===== src/rtl/mbox_pkg.sv =====
package mbox_pkg;

  localparam int MSG0_W   = 64;
  localparam int MSG1_W   = 32;
  localparam int BUS_AW   = 8;
  localparam int BUS_DW   = 64;
  localparam int NUM_FIFO = 2;

  // register offsets relative to a queue base
  localparam logic [BUS_AW-1:0] OFS_CTRL  = 8'h00;
  localparam logic [BUS_AW-1:0] OFS_SEND0 = 8'h10;
  localparam logic [BUS_AW-1:0] OFS_SEND1 = 8'h18;
  localparam logic [BUS_AW-1:0] OFS_RECV0 = 8'h20;
  localparam logic [BUS_AW-1:0] OFS_RECV1 = 8'h28;

  // control register bits
  localparam int BIT_FULL  = 16;
  localparam int BIT_EMPTY = 17;
  localparam int BIT_OVF   = 18;

  // queue 0 is outbound (app to I/O), queue 1 is inbound
  function automatic logic [BUS_AW-1:0] fifo_base(input int idx);
    return (idx == 0) ? 8'h50 : 8'h80;
  endfunction

  // upper status fields of the second receive word
  function automatic logic [BUS_DW-1:0] status_bits(input logic [31:0] occ,
                                                    input logic [3:0]  wptr,
                                                    input logic [3:0]  rptr);
    logic [4:0] c5;
    logic [3:0] c4;
    c5 = (occ > 32'd31) ? 5'd31 : occ[4:0];
    c4 = (occ > 32'd15) ? 4'd15 : occ[3:0];
    status_bits = '0;
    status_bits[56:52] = c5;
    status_bits[51:48] = c4;
    status_bits[47:44] = wptr;
    status_bits[43:40] = rptr;
  endfunction

  typedef struct packed {
    logic ctrl_rd;
    logic ctrl_wr;
    logic stage;
    logic push;
    logic peek;
    logic pop;
  } mbox_sel_t;

endpackage


===== src/rtl/mbox_decode.sv =====
module mbox_decode
  import mbox_pkg::*;
#(
  parameter int NF = NUM_FIFO
) (
  input  logic [BUS_AW-1:0] addr,
  input  logic              wr,
  input  logic              rd,
  output mbox_sel_t         sel [NF]
);

  logic rd_only;
  assign rd_only = rd && !wr;

  for (genvar i = 0; i < NF; i++) begin : g_dec
    logic [BUS_AW-1:0] base;
    assign base = fifo_base(i);
    assign sel[i] = '{
      ctrl_rd: rd_only && (addr == base + OFS_CTRL),
      ctrl_wr: wr      && (addr == base + OFS_CTRL),
      stage:   wr      && (addr == base + OFS_SEND0),
      push:    wr      && (addr == base + OFS_SEND1),
      peek:    rd_only && (addr == base + OFS_RECV0),
      pop:     rd_only && (addr == base + OFS_RECV1)
    };
  end

endmodule


===== src/rtl/mbox_fifo.sv =====
module mbox_fifo
  import mbox_pkg::*;
#(
  parameter int DEPTH = 8,
  localparam int PW = (DEPTH > 1) ? $clog2(DEPTH) : 1,
  localparam int CW = $clog2(DEPTH + 1)
) (
  input  logic              clk,
  input  logic              rst_n,
  input  logic              stage_we,
  input  logic              push_we,
  input  logic              pop_re,
  input  logic              ovf_clr,
  input  logic [BUS_DW-1:0] wdata,
  output logic [MSG0_W-1:0] head0,
  output logic [MSG1_W-1:0] head1,
  output logic              full,
  output logic              empty,
  output logic              ovf,
  output logic [PW-1:0]     wr_ptr,
  output logic [PW-1:0]     rd_ptr,
  output logic [CW-1:0]     count
);

  logic [MSG0_W-1:0] mem0 [DEPTH];
  logic [MSG1_W-1:0] mem1 [DEPTH];
  logic [MSG0_W-1:0] staged;
  logic push_ok, pop_ok;

  function automatic logic [PW-1:0] nxt(input logic [PW-1:0] p);
    return (p == PW'(DEPTH - 1)) ? '0 : p + PW'(1);
  endfunction

  assign full    = (count == CW'(DEPTH));
  assign empty   = (count == '0);
  assign push_ok = push_we && !full;
  assign pop_ok  = pop_re && !empty;
  assign head0   = empty ? '0 : mem0[rd_ptr];
  assign head1   = empty ? '0 : mem1[rd_ptr];

  always_ff @(posedge clk) begin
    if (push_ok) begin
      mem0[wr_ptr] <= staged;
      mem1[wr_ptr] <= wdata[MSG1_W-1:0];
    end
  end

  always_ff @(posedge clk or negedge rst_n) begin
    if (!rst_n) begin
      staged <= '0;
      wr_ptr <= '0;
      rd_ptr <= '0;
      count  <= '0;
      ovf    <= 1'b0;
    end else begin
      if (stage_we) staged <= wdata;
      if (push_ok)  wr_ptr <= nxt(wr_ptr);
      if (pop_ok)   rd_ptr <= nxt(rd_ptr);
      if (push_ok && !pop_ok)      count <= count + CW'(1);
      else if (pop_ok && !push_ok) count <= count - CW'(1);
      if (push_we && full) ovf <= 1'b1;
      else if (ovf_clr)    ovf <= 1'b0;
    end
  end

  a_r2_stage_only: assert property (@(posedge clk) disable iff (!rst_n)
    stage_we && !push_we && !pop_re |=> count == $past(count));
  a_r3_push_grows: assert property (@(posedge clk) disable iff (!rst_n)
    push_we && !full && !pop_re |=> count == $past(count) + CW'(1));
  a_r3_pop_shrinks: assert property (@(posedge clk) disable iff (!rst_n)
    pop_re && !empty && !push_we |=> count + CW'(1) == $past(count));
  a_r5_drop_holds: assert property (@(posedge clk) disable iff (!rst_n)
    push_we && full |=> count == $past(count) && ovf);
  a_r6_ovf_sticky: assert property (@(posedge clk) disable iff (!rst_n)
    ovf && !ovf_clr |=> ovf);
  a_r9_empty_pop_holds: assert property (@(posedge clk) disable iff (!rst_n)
    pop_re && empty && !push_we |=> rd_ptr == $past(rd_ptr) && empty);

endmodule


===== src/rtl/ipc_mailbox.sv =====
module ipc_mailbox
  import mbox_pkg::*;
#(
  parameter int DEPTH = 8
) (
  input  logic              clk,
  input  logic              rst_n,
  input  logic              bus_wr,
  input  logic              bus_rd,
  input  logic [BUS_AW-1:0] bus_addr,
  input  logic [BUS_DW-1:0] bus_wdata,
  output logic [BUS_DW-1:0] bus_rdata
);

  localparam int PW = (DEPTH > 1) ? $clog2(DEPTH) : 1;
  localparam int CW = $clog2(DEPTH + 1);

  mbox_sel_t         sel     [NUM_FIFO];
  logic [BUS_DW-1:0] rv_ctrl [NUM_FIFO];
  logic [BUS_DW-1:0] rv_r0   [NUM_FIFO];
  logic [BUS_DW-1:0] rv_r1   [NUM_FIFO];

  mbox_decode #(.NF(NUM_FIFO)) u_dec (
    .addr (bus_addr),
    .wr   (bus_wr),
    .rd   (bus_rd),
    .sel  (sel)
  );

  for (genvar i = 0; i < NUM_FIFO; i++) begin : g_q
    logic              full, empty, ovf;
    logic [MSG0_W-1:0] h0;
    logic [MSG1_W-1:0] h1;
    logic [PW-1:0]     wp, rp;
    logic [CW-1:0]     cnt;

    mbox_fifo #(.DEPTH(DEPTH)) u_fifo (
      .clk      (clk),
      .rst_n    (rst_n),
      .stage_we (sel[i].stage),
      .push_we  (sel[i].push),
      .pop_re   (sel[i].pop),
      .ovf_clr  (sel[i].ctrl_wr && bus_wdata[BIT_OVF]),
      .wdata    (bus_wdata),
      .head0    (h0),
      .head1    (h1),
      .full     (full),
      .empty    (empty),
      .ovf      (ovf),
      .wr_ptr   (wp),
      .rd_ptr   (rp),
      .count    (cnt)
    );

    assign rv_ctrl[i] = {45'd0, ovf, empty, full, 16'd0};
    assign rv_r0[i]   = h0;
    assign rv_r1[i]   = status_bits(32'(cnt), 4'(wp), 4'(rp)) | {32'd0, h1};

    a_r4_full_reports: assert property (@(posedge clk) disable iff (!rst_n)
      sel[i].ctrl_rd |-> bus_rdata[BIT_FULL] == (cnt == CW'(DEPTH)));
  end

  always_comb begin
    bus_rdata = '0;
    for (int i = 0; i < NUM_FIFO; i++) begin
      if (sel[i].ctrl_rd) bus_rdata |= rv_ctrl[i];
      if (sel[i].peek)    bus_rdata |= rv_r0[i];
      if (sel[i].pop)     bus_rdata |= rv_r1[i];
    end
  end

endmodule


===== config.mk =====
export PLATFORM = sky130hd
export DESIGN_NAME = ipc_mailbox
export DESIGN_NICKNAME = d
export VERILOG_FILES = /design/src/rtl/mbox_pkg.sv /design/src/rtl/mbox_decode.sv /design/src/rtl/mbox_fifo.sv /design/src/rtl/ipc_mailbox.sv
export SDC_FILE = /design/constraint.sdc
export NUM_CORES = 2
export LEC_CHECK = 0
export BUFFER_PORTS_ARGS = -buffer_cell sky130_fd_sc_hd__buf_4
export CAP_MARGIN = 20
export CORE_UTILIZATION = 40
export DETAILED_ROUTE_END_ITERATION = 12
export PLACE_DENSITY = 0.56
export SYNTH_ARGS = -nofsm -noshare
export SYNTH_HDL_FRONTEND = slang
export SYNTH_SLANG_ARGS = --single-unit

===== constraint.sdc =====
create_clock -name clk -period 8.2 [get_ports clk]
set_input_delay 1.64 -clock clk [delete_from_list [all_inputs] [get_ports clk]]
set_output_delay 1.64 -clock clk [all_outputs]
set_load 0.02 [all_outputs]

Word-level counts from Yosys, hierarchy flattened:

Memories as Yosys holds them, arrays and structs flattened.
Cells that the tools add are included.

* register bits after elaboration: 150
* memory bits (writable): 1536
* input port bits: 76
* output and inout port bits: 64
* logic and storage cells: 111
* memories kept: 4

* add/subtract/negate cells: 8
* eq/ne operators: 16
* multiplexer cells: 26
* bitwise gates (word level): 7
* reductions and logical operators: 40

Memories
* g_q[0].u_fifo.mem0: words 8, width 64, read ports 1, clocked after memory_dff 0, wr ports 1, line mbox_fifo.sv:25 `logic [MSG0_W-1:0] mem0 [DEPTH];`
* g_q[1].u_fifo.mem0: words 8, width 64, read ports 1, clocked after memory_dff 0, wr ports 1, line mbox_fifo.sv:25
* g_q[0].u_fifo.mem1: words 8, width 32, read ports 1, clocked after memory_dff 0, wr ports 1, line mbox_fifo.sv:26 `logic [MSG1_W-1:0] mem1 [DEPTH];`
* g_q[1].u_fifo.mem1: words 8, width 32, read ports 1, clocked after memory_dff 0, wr ports 1, line mbox_fifo.sv:26

Operator list (number)
* $mux W64: 7
* $or A64 B56 Y64: 2
* $or A56 B32 Y56: 2
* $mux W32: 2
* $or A19 B64 Y64: 1
* $or A64 B19 Y64: 1
* $or A64 B64 Y64: 1
* $eq A8 B7 Y1 const B: 5
* $eq A8 B8 Y1 const B: 5
* $logic_and A1 B1 Y1: 25
* $mux W19: 1
* $mux W4: 4
* $add A3 B1 Y3 const B: 4
* $eq A3 B3 Y1 const B: 4
* $mux W3: 4
* $logic_not A1 Y1: 9
* $add A4 B1 Y4 const B: 2
* $eq A4 B4 Y1 const B: 2
* $logic_not A4 Y1: 2
* $mux W1: 8
* $reduce_bool A2 Y1: 4
* $sub A4 B1 Y4 const B: 2

Depth between registers and ports, before layout:

* depth after elaboration: 14
* gate-level depth with buffers: 13

Hierarchy:

A second synthesis with hierarchy kept.

* cells, all modules: 2846
* area total of the unflattened synthesis: 64754.6 um^2

By module, submodules not included
* mbox_fifo: instances 2, cells each 1326, area each 31695.4 um^2, seq. area each 24938.9 um^2
* ipc_mailbox: instances 1, cells each 171, area each 1197.4 um^2, seq. area each 0.0 um^2
* mbox_decode: instances 1, cells each 23, area each 166.4 um^2, seq. area each 0.0 um^2

Worst setup path before layout:

No wires, ideal clock.

* kind: input to register
* from: input port bus_addr[1]
* to: memory g_q[0].u_fifo.mem0[0][0], enable pin
* arrival: 9.094 ns
* setup slack: -1.562 ns
* stages: 4
* path buffers: 0
* path through: nor4b_2 > nand4_1 > or3_1 > nor3_1

* word-level cells in the longest chain between the ends: 5

RTL lines
* start, declared: line ipc_mailbox.sv:10 `input logic [BUS_AW-1:0] bus_addr,`
* $eq A8 B7 Y1: line mbox_decode.sv:22 `push: wr && (addr == base + OFS_SEND1),`
* $logic_and A1 B1 Y1: line mbox_decode.sv:22
* $logic_and A1 B1 Y1: line mbox_fifo.sv:36 `assign push_ok = push_we && !full;`
* $mux W1: line mbox_fifo.sv:42 `if (push_ok) begin`
* $mux W1 (not written as such): line mbox_fifo.sv:43 `mem0[wr_ptr] <= staged;`
* end, declared: line mbox_fifo.sv:25

Every way passes these cells.

Final worst setup path:

* from: input port bus_addr[6]
* to: output port bus_rdata[8]

* word-level cells in the longest chain between the ends: 11
* elaborated cells on any way between the ends: 19
* classes of those cells: 5 x eq/ne; 5 x mux; 4 x bitwise; 5 x reduce/logical

RTL lines
* $eq A8 B7 Y1: line mbox_decode.sv:23 `peek: rd_only && (addr == base + OFS_RECV0),`
* $logic_and A1 B1 Y1: line mbox_decode.sv:23
* $mux W64: line ipc_mailbox.sv:67 `if (sel[i].peek) bus_rdata |= rv_r0[i];`
* $or A64 B56 Y64: line ipc_mailbox.sv:68 `if (sel[i].pop) bus_rdata |= rv_r1[i];`
* $mux W64: line ipc_mailbox.sv:68
* $or A64 B19 Y64: line ipc_mailbox.sv:66 `if (sel[i].ctrl_rd) bus_rdata |= rv_ctrl[i];`
* $mux W64: line ipc_mailbox.sv:66
* $or A64 B64 Y64: line ipc_mailbox.sv:67
* $mux W64: line ipc_mailbox.sv:67
* $or A64 B56 Y64: line ipc_mailbox.sv:68
* $mux W64 *: line ipc_mailbox.sv:68
* end, declared: line ipc_mailbox.sv:12 `output logic [BUS_DW-1:0] bus_rdata`

Mark *: on every way between the ends. The rest lies on a longest branch, timed or not.

==> out/results.tsv <==
stage	metric	value	unit
worst_setup_path	endpoint kind of the worst setup timing path	output port	
timing	max-slew violation count	0	
synthesis	post-synthesis cell type with the largest combined area	sky130_fd_sc_hd__edfxtp_1	
route	remaining routing DRC violations	0	
timing	setup skew after layout	0.0435	ns
worst_setup_path	maximum fanout encountered on the critical timing path	24	
timing	unrepaired setup endpoints after global routing	no	
route	number of antenna-violating nets in the routed design	0	
placed_design	placed inst area	0.0683	mm2
grt	global-route usage over all layers	19.4	%
synthesis	number of cells produced by synthesis	2790	
die	area enclosed by the die boundary	0.163	mm2
clocking	clock-pin slew of the registers on the worst-case setup and hold paths	0.06	ns
synthesis	most common library cells after synthesis	1536 x sky130_fd_sc_hd__edfxtp_1, 381 x sky130_fd_sc_hd__mux4_2, 189 x sky130_fd_sc_hd__mux2i_1	
worst_setup_path	minimum setup slack among reg-to-reg paths	4.31	ns
status	status	completed	
grt	antenna violations before repair	15	
run	Max-cap violations	0	
timing	final setup vio count	0	
synthesis	total of flip-flops plus latches after synthesis	1686	
synthesis	Post-Syn Nets	2882	
worst_setup_path	launch point of the worst reg-to-reg path	g_q[1].u_fifo.count[1]$_DFFE_PN0P_	
synthesis	dominant register cell in the synthesized netlist	sky130_fd_sc_hd__edfxtp_1	
power	Power, Total	0.0175	W
layout	Area growth syn-to-layout	14.7	%
layout	Design Area, Final	0.0741	mm2
clocking	post-CTS setup-driven buffer insertion count	0	
clocking	clock sink count	1686	
placed_design	RD Place Congestion	0.733	
power	Max IR drop VDD	0.203	mV
clocking	clock root buffer	sky130_fd_sc_hd__clkbuf_16	
grt	global-route wire length before repair	225	mm
die	vertical extent of the die	404	um
timing	slew at the pin closest to its max-slew limit	1.14	ns
route	number of violations reported at the end of detailed-routing iteration 0	2520	
hold_path	Hold Path Depth	2	
die	area inside the core boundary	0.160	mm2
synthesis	most frequent cell after synthesis	sky130_fd_sc_hd__edfxtp_1	
die	initial core utilization	40.3	%
hold_path	hold crit path type	reg2reg	
worst_setup_path	data arrival time of the critical path	4.30	ns
layout	fillcell total	13300	
clocking	H-tree depth reported by CTS	4	
layout	Post-layout nets	3119	
clocking	cells resized by post-CTS repair	0	
synthesis	count of distinct cell types in the synthesized netlist	44	
placed_design	count of input and output buffers	139	
synthesis	average cell area after synthesis	23.2	um2
layout	count of antenna diodes in the layout	0	
power	P_leak	23.9	nW
route	via count of the routed design	29700	
placed_design	half-perimeter wire length after placement	81.4	mm
route	post-detailed-route via-to-cell ratio	5.56	
grt	GRT met3 Usage	3.64	%
clocking	number of clock buffers inserted by TritonCTS	177	
route	total detailed-routing wirelength	156	mm
layout	register cell area after layout	0.0499	mm2
die	placement row count	147	
synthesis	cell types occupying the most area after synthesis	sky130_fd_sc_hd__edfxtp_1 71%, sky130_fd_sc_hd__mux4_2 13%, sky130_fd_sc_hd__dfrtp_1 5.8%, sky130_fd_sc_hd__mux2i_1 2.9%, sky130_fd_sc_hd__mux2_2 2.2%	
hold_path	Hold Path Origin	g_q[1].u_fifo.ovf$_DFFE_PN0P_	
power	power density over cell area	237	mW/mm2
synthesis	Ys Warns	0	
clocking	number of buffers on the longest clock path	3	
timing	minimum clock period	5.94	ns
layout	fraction of final layout cells sized beyond drive strength 1	31.3	%
worst_setup_path	path type of the worst setup path	in2out	
grt	pin count of the biggest net entering global routing	124	
grt	global route total overflow	0	
timing	sum of negative setup slack	0	ns
timing	Relative slew margins	24.0	%
worst_setup_path	capture instance of the worst register-to-register path	g_q[1].u_fifo.count[3]$_DFFE_PN0P_	
timing	number of endpoints with negative hold slack in the final report	0	
synthesis	synthesized cell area	0.0646	mm2
synthesis	ys async rst share	8.90	%
layout	footprint of the multi-input gates	0.0140	mm2
route	number of detailed-routing iterations run before antenna repair	5	
grt	GRT busiest layer	met2	
timing	final cycle utilization of the critical path	72.5	%
hold_path	endpoint with the worst hold slack	g_q[1].u_fifo.ovf$_DFFE_PN0P_	
synthesis	number of synthesized flops with an enable pin	1536	
timing	Fmax achieved	168	MHz
worst_setup_path	depth of the most critical reg-to-reg path	11	
clocking	insertion delay to the later sink of the worst-skew pair	0.81	ns
route	detail-routed net length per standard cell	29.1	um
grt	met2 track utilization from global routing	32.5	%
die	Die W	404	um
grt	met1 capacity usage during global routing	26.0	%
worst_setup_path	critical path startpoint category	primary input	
grt	via count of the first global-routing pass	31700	
clocking	clock tree from TritonCTS	yes	
clocking	number of buffers inserted by hold repair at cts	0	
synthesis	post-synthesis sequential area ratio	77.2	%
die	num ports	140	
worst_setup_path	required time reported for the critical path endpoint	6.56	ns
synthesis	top-area cell type share of the netlist area	71.4	%
[layout by cell type (no fill, tap or decap), types with 36 or more instances in the layout]
| cell type | count |
|---|---|
| sky130_fd_sc_hd__buf_4 | 180 |
| sky130_fd_sc_hd__clkbuf_1 | 54 |
| sky130_fd_sc_hd__clkbuf_16 | 177 |
| sky130_fd_sc_hd__dfrtp_1 | 144 |
| sky130_fd_sc_hd__edfxtp_1 | 1536 |
| sky130_fd_sc_hd__mux2_2 | 127 |
| sky130_fd_sc_hd__mux2i_1 | 189 |
| sky130_fd_sc_hd__mux4_2 | 381 |
| sky130_fd_sc_hd__o221ai_1 | 37 |
| sky130_fd_sc_hd__o22ai_1 | 36 |
[routing by layer]
metal  vias to the layer above  part of all wire [%]
met4                        16                   2.0
met1                     16300                    42
li1                      12300                     -
met5                         -                 0.067
met2                       818                    50
met3                       252                   5.6
[through the flow]
step / hold slack (ns) / utilization, % / setup slack (ns) / cells
after floorplan: 0.464 / - / 1.02 / 2790
after global placement: 0.516 / 42.6 / 2.32 / 5007
after detailed placement: 0.508 / 42.6 / 2.33 / 5007
after CTS: 0.529 / 46.2 / 2.14 / 5339
after global routing: 0.554 / 46.2 / 2.00 / 5340
final: 0.534 / 46.2 / 2.26 / 5340
[sequential cells by signal (all words and copies together) (netlist names)]
name	count
g_q.u_fifo.mem1	512
g_q.u_fifo.count	8
g_q.u_fifo.ovf	2
g_q.u_fifo.wr_ptr	6
g_q.u_fifo.rd_ptr	6
g_q.u_fifo.staged	128
g_q.u_fifo.mem0	1024
[area by class of cell]
cell class	instances	share of cell area, %
Sequential cell	1686	67.3
Inverter	4	0.0203
Multi-Input combinational cell	960	18.9
Clock buffer	258	6.75
Timing Repair Buffer	198	2.31
Tap cell	2160	3.65
Clock inverter	74	1.09
[worst max-delay path, cell delays in order]
cell and delay, ns:
sky130_fd_sc_hd__buf_4 0.12, sky130_fd_sc_hd__nand2b_1 0.20, sky130_fd_sc_hd__nor3_1 0.44, sky130_fd_sc_hd__nand2_2 0.76
sky130_fd_sc_hd__o221ai_1 0.85, sky130_fd_sc_hd__buf_4 0.26
[worst max path at each step]
stage / to / start
2_1_floorplan: g_q[0].u_fifo.mem0[4][0]$_DFFE_PP_ / bus_addr[1]
3_3_place_gp: bus_rdata[8] / bus_addr[6]
3_5_place_dp: bus_rdata[8] / bus_addr[6]
4_1_cts: bus_rdata[7] / g_q[1].u_fifo.rd_ptr[0]$_DFFE_PN0P_
5_1_grt: bus_rdata[17] / g_q[1].u_fifo.rd_ptr[0]$_DFFE_PN0P_
6_report: bus_rdata[8] / bus_addr[6]
[cell families (layout without fill, tap and decap cells)]
kind of cell | Yosys count | count (layout) | synth area share [%]
compound gates | 129 | 129 | 1.49
xor+xnor | 8 | 8 | 0.108
fa+ha+maj | 16 | 16 | 0.333
buf+inv | 144 | 534 | 1.38
flops | 1686 | 1686 | 77.2
mux | 707 | 707 | 18.7
simple gates | 100 | 100 | 0.835
[report_power, final]
part	switching, W	internal (W)
clock	0.00333	0.00450
sequential	0.0000746	0.00941
combinational	0.000131	0.0000984
No activity file was read; power rests on OpenSTA's default activity.
